## config.mk

```make
export PLATFORM = sky130hd
export DESIGN_NAME = pwmdt_gen
export DESIGN_NICKNAME = d
export VERILOG_FILES = /design/src/rtl/pwmdt_pkg.sv /design/src/rtl/pwmdt_regs.sv /design/src/rtl/pwmdt_timebase.sv /design/src/rtl/pwmdt_deadband.sv /design/src/rtl/pwmdt_gen.sv
export SDC_FILE = /design/constraint.sdc
export NUM_CORES = 1
export LEC_CHECK = 0
export ABC_AREA = 1
export BUFFER_PORTS_ARGS = -buffer_cell sky130_fd_sc_hd__buf_2
export CAP_MARGIN = 40
export CORE_ASPECT_RATIO = 0.5
export CORE_UTILIZATION = 61
export DETAILED_ROUTE_END_ITERATION = 7
export PLACE_DENSITY = 0.88
export SETUP_SLACK_MARGIN = 0.1
export SYNTH_ARGS = -nofsm -noshare
export SYNTH_HDL_FRONTEND = slang
export SYNTH_SLANG_ARGS = --single-unit
```

## constraint.sdc

```tcl
create_clock -name clk -period 3.35 [get_ports clk]
set_input_delay 0.1675 -clock clk [delete_from_list [all_inputs] [get_ports clk]]
set_output_delay 0.1675 -clock clk [all_outputs]
set_load 0.05 [all_outputs]
```

## src/rtl/pwmdt_pkg.sv

```systemverilog
package pwmdt_pkg;
  typedef enum logic [1:0] {
    OM_COMP     = 2'b00,
    OM_REDUND   = 2'b01,
    OM_PUSHPULL = 2'b10,
    OM_SPARE    = 2'b11
  } outmode_e;

  localparam logic [2:0] A_PERIOD = 3'd0;
  localparam logic [2:0] A_DUTY   = 3'd1;
  localparam logic [2:0] A_DTHI   = 3'd2;
  localparam logic [2:0] A_DTLO   = 3'd3;
  localparam logic [2:0] A_CTRL   = 3'd4;
  localparam logic [2:0] A_OVR    = 3'd5;
  localparam logic [2:0] A_TCMP   = 3'd6;
  localparam logic [2:0] A_TDIV   = 3'd7;
endpackage

```

## src/rtl/pwmdt_regs.sv

```systemverilog
module pwmdt_regs
  import pwmdt_pkg::*;
#(
  parameter int CW  = 8,
  parameter int DTW = 4,
  parameter int TPW = 3
) (
  input  logic           clk,
  input  logic           rst_n,
  input  logic           wr_en,
  input  logic [2:0]     wr_addr,
  input  logic [CW-1:0]  wr_data,
  input  logic           boundary,
  output logic [CW-1:0]  per_a,
  output logic [CW-1:0]  duty_a,
  output logic [DTW-1:0] dt_hi,
  output logic [DTW-1:0] dt_lo,
  output logic           center,
  output outmode_e       mode,
  output logic [1:0]     oen_a,
  output logic [1:0]     odat_a,
  output logic [CW-1:0]  tcmp,
  output logic [TPW-1:0] tdiv,
  output logic           tdiv_wr
);
  logic [CW-1:0] per_w, duty_w;
  logic          imm_w, sync_w;
  logic [1:0]    oen_w, odat_w;
  logic          ld_pd, ld_ov;

  always_comb begin
    ld_pd   = imm_w | boundary;
    ld_ov   = ~sync_w | boundary;
    tdiv_wr = wr_en && (wr_addr == A_TDIV);
  end

  always_ff @(posedge clk or negedge rst_n) begin
    if (!rst_n) begin
      per_w  <= '0;
      duty_w <= '0;
      dt_hi  <= '0;
      dt_lo  <= '0;
      center <= 1'b0;
      mode   <= OM_COMP;
      imm_w  <= 1'b0;
      oen_w  <= '0;
      odat_w <= '0;
      sync_w <= 1'b0;
      tcmp   <= '0;
      tdiv   <= '0;
    end else if (wr_en) begin
      case (wr_addr)
        A_PERIOD: per_w  <= wr_data;
        A_DUTY:   duty_w <= wr_data;
        A_DTHI:   dt_hi  <= wr_data[DTW-1:0];
        A_DTLO:   dt_lo  <= wr_data[DTW-1:0];
        A_CTRL: begin
          center <= wr_data[0];
          mode   <= outmode_e'(wr_data[2:1]);
          imm_w  <= wr_data[3];
        end
        A_OVR: begin
          oen_w  <= wr_data[1:0];
          odat_w <= wr_data[3:2];
          sync_w <= wr_data[4];
        end
        A_TCMP:   tcmp <= wr_data;
        default:  tdiv <= wr_data[TPW-1:0];
      endcase
    end
  end

  always_ff @(posedge clk or negedge rst_n) begin
    if (!rst_n) begin
      per_a  <= '0;
      duty_a <= '0;
      oen_a  <= '0;
      odat_a <= '0;
    end else begin
      if (ld_pd) begin
        per_a  <= per_w;
        duty_a <= duty_w;
      end
      if (ld_ov) begin
        oen_a  <= oen_w;
        odat_a <= odat_w;
      end
    end
  end

  AST_BUF_DUTY_HOLD: assert property (@(posedge clk) disable iff (!rst_n)
    (!imm_w && !boundary) |=> $stable(duty_a));
  AST_OVR_SYNC_HOLD: assert property (@(posedge clk) disable iff (!rst_n)
    (sync_w && !boundary) |=> $stable(oen_a));
endmodule

```

## src/rtl/pwmdt_timebase.sv

```systemverilog
module pwmdt_timebase #(
  parameter int CW  = 8,
  parameter int TPW = 3
) (
  input  logic           clk,
  input  logic           rst_n,
  input  logic           center,
  input  logic [CW-1:0]  per_a,
  input  logic [CW-1:0]  tcmp,
  input  logic [TPW-1:0] tdiv,
  input  logic           tdiv_wr,
  output logic [CW-1:0]  cnt,
  output logic           boundary,
  output logic           pp,
  output logic           trig
);
  logic           up, up_n;
  logic [CW-1:0]  cnt_n, top;
  logic           at_top, match, fire;
  logic [TPW-1:0] pc, pc_n;

  always_comb begin
    top    = per_a - 1'b1;
    at_top = (cnt >= top);
    cnt_n  = cnt;
    up_n   = up;
    if (!center) begin
      up_n  = 1'b1;
      cnt_n = at_top ? '0 : cnt + 1'b1;
    end else if (up) begin
      if (at_top) up_n = 1'b0;
      else        cnt_n = cnt + 1'b1;
    end else begin
      if (cnt == '0) up_n = 1'b1;
      else           cnt_n = cnt - 1'b1;
    end
    boundary = center ? (!up && (cnt == '0)) : at_top;
    match    = (cnt == tcmp) && (!center || up);
    fire     = match && (pc == '0);
    pc_n     = pc;
    if (tdiv_wr)    pc_n = '0;
    else if (match) pc_n = (pc >= tdiv) ? '0 : pc + 1'b1;
  end

  always_ff @(posedge clk or negedge rst_n) begin
    if (!rst_n) begin
      cnt  <= '0;
      up   <= 1'b1;
      pp   <= 1'b0;
      pc   <= '0;
      trig <= 1'b0;
    end else begin
      cnt  <= cnt_n;
      up   <= up_n;
      pc   <= pc_n;
      trig <= fire;
      if (boundary) pp <= ~pp;
    end
  end

  AST_EDGE_WRAP: assert property (@(posedge clk) disable iff (!rst_n)
    (!center && boundary) |=> (cnt == '0));
  AST_CENTER_RESTART: assert property (@(posedge clk) disable iff (!rst_n)
    (center && boundary) |=> (cnt == '0));
  AST_TRIG_FROM_MATCH: assert property (@(posedge clk) disable iff (!rst_n)
    trig |-> $past(match));
endmodule

```

## src/rtl/pwmdt_deadband.sv

```systemverilog
module pwmdt_deadband #(
  parameter int DTW = 4
) (
  input  logic           clk,
  input  logic           rst_n,
  input  logic           tgt,
  input  logic [DTW-1:0] dt,
  output logic           out
);
  logic [DTW-1:0] dc, dc_n;
  logic           out_n;

  always_comb begin
    out_n = out;
    dc_n  = dc;
    if (!tgt) begin
      out_n = 1'b0;
      dc_n  = '0;
    end else if (!out) begin
      if (dc >= dt) out_n = 1'b1;
      else          dc_n  = dc + 1'b1;
    end
  end

  always_ff @(posedge clk or negedge rst_n) begin
    if (!rst_n) begin
      out <= 1'b0;
      dc  <= '0;
    end else begin
      out <= out_n;
      dc  <= dc_n;
    end
  end

  AST_FALL_NEXT: assert property (@(posedge clk) disable iff (!rst_n)
    !tgt |=> !out);
  AST_RISE_AFTER_REQ: assert property (@(posedge clk) disable iff (!rst_n)
    $rose(out) |-> $past(tgt));
endmodule

```

## src/rtl/pwmdt_gen.sv

```systemverilog
module pwmdt_gen
  import pwmdt_pkg::*;
#(
  parameter int CW  = 8,
  parameter int DTW = 4,
  parameter int TPW = 3
) (
  input  logic          clk,
  input  logic          rst_n,
  input  logic          wr_en,
  input  logic [2:0]    wr_addr,
  input  logic [CW-1:0] wr_data,
  output logic [CW-1:0] cnt_o,
  output logic          pwm_hi,
  output logic          pwm_lo,
  output logic          trig
);
  localparam int NOUT = 2;

  logic [CW-1:0]  per_a, duty_a, tcmp;
  logic [DTW-1:0] dt_hi, dt_lo;
  logic [TPW-1:0] tdiv;
  logic           center, tdiv_wr, boundary, pp, raw, comp, ovr_any;
  logic [1:0]     oen_a, odat_a, want, tgt, outs;
  logic [DTW-1:0] dt_sel [NOUT];
  outmode_e       mode;

  pwmdt_regs #(.CW(CW), .DTW(DTW), .TPW(TPW)) u_regs (
    .clk(clk), .rst_n(rst_n), .wr_en(wr_en), .wr_addr(wr_addr),
    .wr_data(wr_data), .boundary(boundary), .per_a(per_a), .duty_a(duty_a),
    .dt_hi(dt_hi), .dt_lo(dt_lo), .center(center), .mode(mode),
    .oen_a(oen_a), .odat_a(odat_a), .tcmp(tcmp), .tdiv(tdiv),
    .tdiv_wr(tdiv_wr)
  );

  pwmdt_timebase #(.CW(CW), .TPW(TPW)) u_tb (
    .clk(clk), .rst_n(rst_n), .center(center), .per_a(per_a), .tcmp(tcmp),
    .tdiv(tdiv), .tdiv_wr(tdiv_wr), .cnt(cnt_o), .boundary(boundary),
    .pp(pp), .trig(trig)
  );

  always_comb begin
    raw  = (cnt_o < duty_a);
    comp = (mode == OM_COMP) || (mode == OM_SPARE);
    case (mode)
      OM_REDUND:   want = {raw, raw};
      OM_PUSHPULL: want = {raw & ~pp, raw & pp};
      default:     want = {raw, ~raw};
    endcase
    for (int i = 0; i < NOUT; i++)
      tgt[i] = oen_a[i] ? odat_a[i] : want[i];
    dt_sel[1] = comp ? dt_hi : '0;
    dt_sel[0] = comp ? dt_lo : '0;
    ovr_any   = |oen_a;
  end

  for (genvar g = 0; g < NOUT; g++) begin : g_db
    pwmdt_deadband #(.DTW(DTW)) u_db (
      .clk(clk), .rst_n(rst_n), .tgt(tgt[g]), .dt(dt_sel[g]), .out(outs[g])
    );
  end

  assign pwm_hi = outs[1];
  assign pwm_lo = outs[0];

  AST_NO_OVERLAP: assert property (@(posedge clk) disable iff (!rst_n)
    (comp && $past(comp) && !ovr_any && !$past(ovr_any))
      |-> !(pwm_hi && pwm_lo));
endmodule

```

== Word level (Yosys, flattened, before mapping) ==
Index checks and enable logic that the tools add are counted.
Cells by class
  $lt $le $gt $ge: 5
  equal/unequal tests: 17
  bitwise operators: 8
  $add $sub $neg: 6
  reductions and logical operators: 25
  mux-type cells: 30
Operators by type and width (number)
  $mux 8: 5
  $mux 4: 8
  $reduce_and 2->1: 11
  $sub 8x1->8 const B: 2
  $mux 1: 13
  $eq 3x3->1 const B: 4
  $mux 3: 3
  $add 4x1->4 const B: 2
  $add 8x1->8 const B: 1
  $eq 8x8->1: 1
  $ge 4x4->1: 2
  $ge 8x8->1: 1
  $logic_not 8->1: 1
  $lt 8x8->1: 1
  $ne 2x2->1 const B: 4
  $reduce_or 7->1: 1
  $eq 3x2->1 const B: 2
  $logic_not 3->1: 2
  $eq 2x2->1 const B: 2
  $logic_and 1x1->1: 4
  $not 1->1: 4
  $pmux 2 s2: 1
  $add 3x1->3 const B: 1
  $eq 3x1->1 const B: 1
  10 further kinds: 14
Storage, ports and cells
  input port bits: 14
  flip-flop bits (word level): 88
  output and inout bits: 11

== Longest topological paths before layout ==
  word-level depth: 7
  gate-level depth with buffers: 16
  depth with buffers taken out: 16

== Modules after synthesis ==
From an unflattened synthesis, not the netlist that was laid out.
Second synthesis, totals
  cells, all modules: 712
  area total of the unflattened synthesis: 5337.6 µm²
By module, submodules not included
  pwmdt_regs: cells an instance 295, area an instance 2561.2 µm², times used 1
  pwmdt_timebase: cells an instance 253, area an instance 1645.3 µm², times used 1
  pwmdt_deadband: cells an instance 48, area an instance 379.1 µm², times used 2
  pwmdt_gen: cells an instance 68, area an instance 372.9 µm², times used 1

== Worst setup path before layout ==
OpenSTA, ideal clock, no wires.
  path kind: reg-to-reg
  from: reg u_regs.per_a[0]
  to: reg u_regs.duty_a[3]
  required time: 3233 ps
  slack: 1039 ps
  stages on the path, launching flop included: 16
  arrival: 2194 ps
  library setup time: 117 ps
  path through: dfrtp_1 > inv_1 > ha_1 > nand2_1 > nor3_1 > xor2_1 > inv_1 > ha_1 > nand2_1 > o21a_1 > nand3_2 > nand2_2 > nand3_4 > buf_8 > nand2_1 > o21ai_2
On the way
  cells in the longest elaborated chain, start to end: 4
RTL lines
  from (decl): line pwmdt_regs.sv:14  | output logic [CW-1:0] per_a,
  from (signal assigned): line pwmdt_regs.sv:81  | per_a <= per_w;
  $sub 8x1->8: line pwmdt_timebase.sv:23  | top = per_a - 1'b1;
  $ge 8x8->1: line pwmdt_timebase.sv:24  | at_top = (cnt >= top);
  $mux 1: line pwmdt_timebase.sv:37  | boundary = center ? (!up && (cnt == '0)) : at_top;
  $or 1x1->1: line pwmdt_regs.sv:32  | ld_pd = imm_w | boundary;
  to (signal assigned): line pwmdt_regs.sv:82  | duty_a <= duty_w;
  to (decl): line pwmdt_regs.sv:15  | output logic [CW-1:0] duty_a,
No other way between the ends.
A chain may end at the register's enable or synchronous reset.

== Worst setup path after layout ==
  from: reg u_regs.per_a[0]
  to: reg u_regs.per_a[7]
On the way
  cells in the longest elaborated chain, start to end: 4
RTL lines (line)
  $sub 8x1->8: pwmdt_timebase.sv:23
  $ge 8x8->1: pwmdt_timebase.sv:24
  $mux 1: pwmdt_timebase.sv:37
  $or 1x1->1: pwmdt_regs.sv:32
No other way between the ends.

==> summary.txt <==
Outcome
  • Outcome: complete, no violations

Worst setup path
  • Worst endpoint required time: 3.56 ns
  • CP Depth: 14
  • Critical path's top delay family: simple AND/OR/NAND/NOR gates
  • CP peak stage delay: 0.36 ns
  • Crit path kind: reg -> reg
  • Worst path buffer plus inverter count: 2
  • CP Capture Type: flip-flop
  • Slowest CP cell: dfrtp_1
  • Reg2Reg Depth: 14
  • Worst-path cell chain: inv_1 -> ha_1 -> nand2_1 -> nor3_1 -> xor2_1 -> inv_1 -> ha_1 -> nand2_1 -> o21a_1 -> nand3_2 -> nand2_2 -> nand3_4 -> nand2_1 -> o21ai_2
  • Startpoint types: flip-flop
  • CP arrival: just over 3 ns
  • CP max FO: 32
  • Critical path's most frequent cell: nand2_1

Power
  • Power Total: 4.786 mW
  • Net switching power: ~2.2 mW
  • Switching share of power: a little under half
  • Internal power: between 2 and 3 mW
  • Sequential share of power: around a third
  • Leak pwr: between 2 and 3 nW
  • VDD IR max: ~0.00044 V
  • Cell Pwr Density: roughly 900 nW/um^2
  • Clock power share: a little under a fifth
  • Comb pwr share: between 40% and 50%

Layout
  • Area growth, synth to finish: 10.09%
  • Fin area: 5325 sq um
  • Filler cells: roughly 570
  • Layout cell share with drive strength beyond 1: approximately an eighth
  • Commonest non-fill, non-tap cell in the layout: nand2_1
  • Commonest cells after routing, fill and taps aside: 158 x nand2_1, 87 x dfrtp_1, 78 x inv_1
  • # diodes: 0
  • NumNets Final: 650

Timing
  • Final setup fails: 0
  • Tightest Pin Transition: between 0.5 and 0.6 ns
  • Setup ws final: approximately 0.49 ns
  • Clock Skew: around 0.0064 ns
  • Setup TNS: 0 ns
  • Pins Over Slew Limit: 0
  • Crit path time final: around 2.9 ns
  • Max Fclk: approximately 350 MHz
  • WHS: 0.1462 ns
  • RSZ-0062 raised after global routing: no
  • Fin. Hold Viols: 0
  • Worst slew margin: 65.52%
  • Period utilization: between 80 and 90%

Hold path
  • Worst Hold Class: in -> reg
  • Hold Path Cell Cnt: 3

Global route
  • Largest net degree at the start of global routing: 58
  • Global-route usage over all layers: 28.80%
  • Overflow after GRT: 0
  • Vias in the first global route: 3,734
  • Initial antenna violation count: 0
  • First-pass GRT wire length: approximately 18,000 microns

Detailed routing
  • DR vias: between 3,000 and 4,000
  • Routed WL per cell: 14.88 microns
  • Final WL: approximately 11,000 microns
  • Post-route ant nets: 0
  • DRT Pass-1 Iters: 5
  • Drt drc: 0
  • Vias per cell: around 5.5
  • DR iter-0 viols: 275

Placed design
  • Buffers on Ports: 24
  • Area after DPL: ~5000 sq um
  • HPWL Detailed: about 7400 microns
  • GP Congestion: approximately 0.92
  • Pre-CTS setup slack: 0.5272 ns

Logic synthesis
  • Area leader, netlist: dfrtp_1
  • Main combinational cell family by area after synthesis: simple AND/OR/NAND/NOR gates
  • Yosys Warn Count: 0
  • Synth Area in Simple Gates: 20.72%
  • Sequential fraction of the synthesis area: a little under half
  • Synth top area cells: dfrtp_1 45%, nand2_1 12%, ha_1 9.3%
  • Cells after Synth: between 500 and 600
  • Avg Inst Size Synth: 8.442 sq um
  • Post-synthesis compound-gate area fraction: between 10% and 20%
  • Syn_nets: around 620
  • Top-area cell type share of the netlist area: a little under half
  • Post-synthesis mux area share: 0%
  • Post-Syn Area: 4837 sq um
  • Area share of fa/ha/maj cells after synthesis: under 10%
  • FF+latch count, synth: 88
  • Synth Area in XOR/XNOR: under 10%
  • Post-synthesis cell type count: 33

Job
  • Max_cap viols: 0

CTS
  • Max Root-Sink Buffers: 2
  • # clock sinks: a little under 90
  • Clock Tree Root: clkbuf_16
  • CTS Buf Count: 9
  • Clock slew seen by the registers of the worst setup and hold paths: ~0.060 ns
  • Worst skew pair latency: about 0.34 ns
  • # H-tree levels: 3
  • CTS tree: built
  • Post-cts sizing count: 0

Die
  • Num ports: 25
  • Starting density of the core: roughly 65%
  • Num rows: 22
  • Die width: ~130 microns
  • Die area: just over 8000 sq um
  • Die height: about 65 microns
  • Core Region: approximately 7500 sq um
-- power by group through the flow --
| stage | Clock [mW] | Sequential (mW) | Combinational [mW] |
|---|---|---|---|
| floorplan | 0 | 1.72 | 1.67 |
| global placement | 0 | 1.64 | 2.08 |
| detailed placement | 0 | 1.65 | 2.20 |
| CTS | 0.916 | 1.63 | 2.24 |
| global route | 0.954 | 1.67 | 2.55 |
| finish | 0.906 | 1.64 | 2.24 |
-- synthesized netlist by cell type --
master	number
nor3_1	3
o21ai_0	53
dfrtp_1	87
xor2_1	18
a21o_1	1
inv_2	4
ha_1	36
a211oi_2	1
o21a_1	1
xnor2_1	6
o22ai_1	1
nor4_2	1
nor3_2	3
clkbuf_1	4
nand2_1	158
nand2_2	4
inv_1	78
nand3_1	20
o21ai_1	8
buf_2	2
nand3_4	1
dfstp_2	1
nor2_1	26
a21oi_1	16
o211ai_1	1
buf_8	1
nand4_1	11
buf_6	3
nand3_2	3
or2_2	1
o21ai_2	16
nor2_2	1
o21bai_1	3
-- through the flow --
step           cells  utilization, %
3_5_place_dp     696           67.43
3_3_place_gp     695           67.06
5_1_grt          713           71.12
2_1_floorplan    573               -
4_1_cts          713           71.12
6_report         713           71.12
-- state kept, by name, summed over array words and instances, names as in the netlist --
signal / cells
u_regs.dt_lo: 4
u_regs.dt_hi: 4
u_tb.trig: 1
u_tb.pc: 3
u_tb.cnt: 8
u_regs.mode: 2
u_regs.oen_w: 2
u_regs.sync_w: 1
u_regs.tdiv: 3
u_tb.pp: 1
u_regs.center: 1
u_regs.oen_a: 2
u_regs.odat_w: 2
u_regs.duty_a: 8
u_tb.up: 1
u_regs.per_w: 8
u_regs.tcmp: 8
u_regs.odat_a: 2
u_regs.imm_w: 1
g_db.u_db.dc: 8
u_regs.per_a: 8
g_db.u_db.out: 2
u_regs.duty_w: 8
-- routing by layer --
layer  global-route usage [%]  up-vias  wire length [microns]  part of all wire (%)
li1                         -     1893                      -                     -
met1                    37.29     1867                   4650                    44
met2                    47.35      105                   5102                    48
met3                    6.193       28                    609                   5.7
met4                    12.35        0                    247                   2.3
met5                        0        -                      0                     0
-- worst paths after layout --
check / startpoint / endpoint / slack [ns]
setup / recovery: u_regs.per_a[0]$_DFFE_PN0P_ / u_regs.per_a[7]$_DFFE_PN0P_ / 0.49
hold / removal: wr_data[7] / u_regs.duty_w[7]$_DFFE_PN0P_ / 0.15
min in group asynchronous: rst_n / u_tb.cnt[2]$_DFFE_PN0P_ / 0.32
hold reg to reg: u_regs.duty_w[0]$_DFFE_PN0P_ / u_regs.duty_a[0]$_DFFE_PN0P_ / 0.48
max in group asynchronous: rst_n / u_tb.up$_DFF_PN1_ / 2.38
setup reg to reg: u_regs.per_a[0]$_DFFE_PN0P_ / u_regs.per_a[7]$_DFFE_PN0P_ / 0.49
-- logic make-up after synthesis --
| group | Yosys count |
|---|---|
| flops | 88 |
| xor+xnor | 24 |
| buf+inv | 92 |
| compound gates | 101 |
| fa+ha+maj | 36 |
| simple gates | 232 |
-- layout make-up --
| class | count | area (sq um) | area share [%] |
|---|---|---|---|
| multi-input cells | 393 | 2252 | 42.29 |
| flip-flops and latches | 88 | 2203 | 41.38 |
| inverters | 82 | 307.8 | 5.780 |
| clock buffers | 11 | 232.7 | 4.370 |
| repair buffers | 26 | 160.2 | 3.008 |
| well taps | 108 | 135.1 | 2.538 |
| clock inverters | 5 | 33.78 | 0.6344 |
-- repair_timing --
item,CTS,global route
hold buffers,1,0
hold endpoints to repair,31,0
setup buffers,0,0
-- tightest hold or removal path: cells and delay by family --
kind            cells  cell delay (ns)
buf+inv             2             0.18
compound gates      1             0.09
No activity file was read; power rests on OpenSTA's default activity.
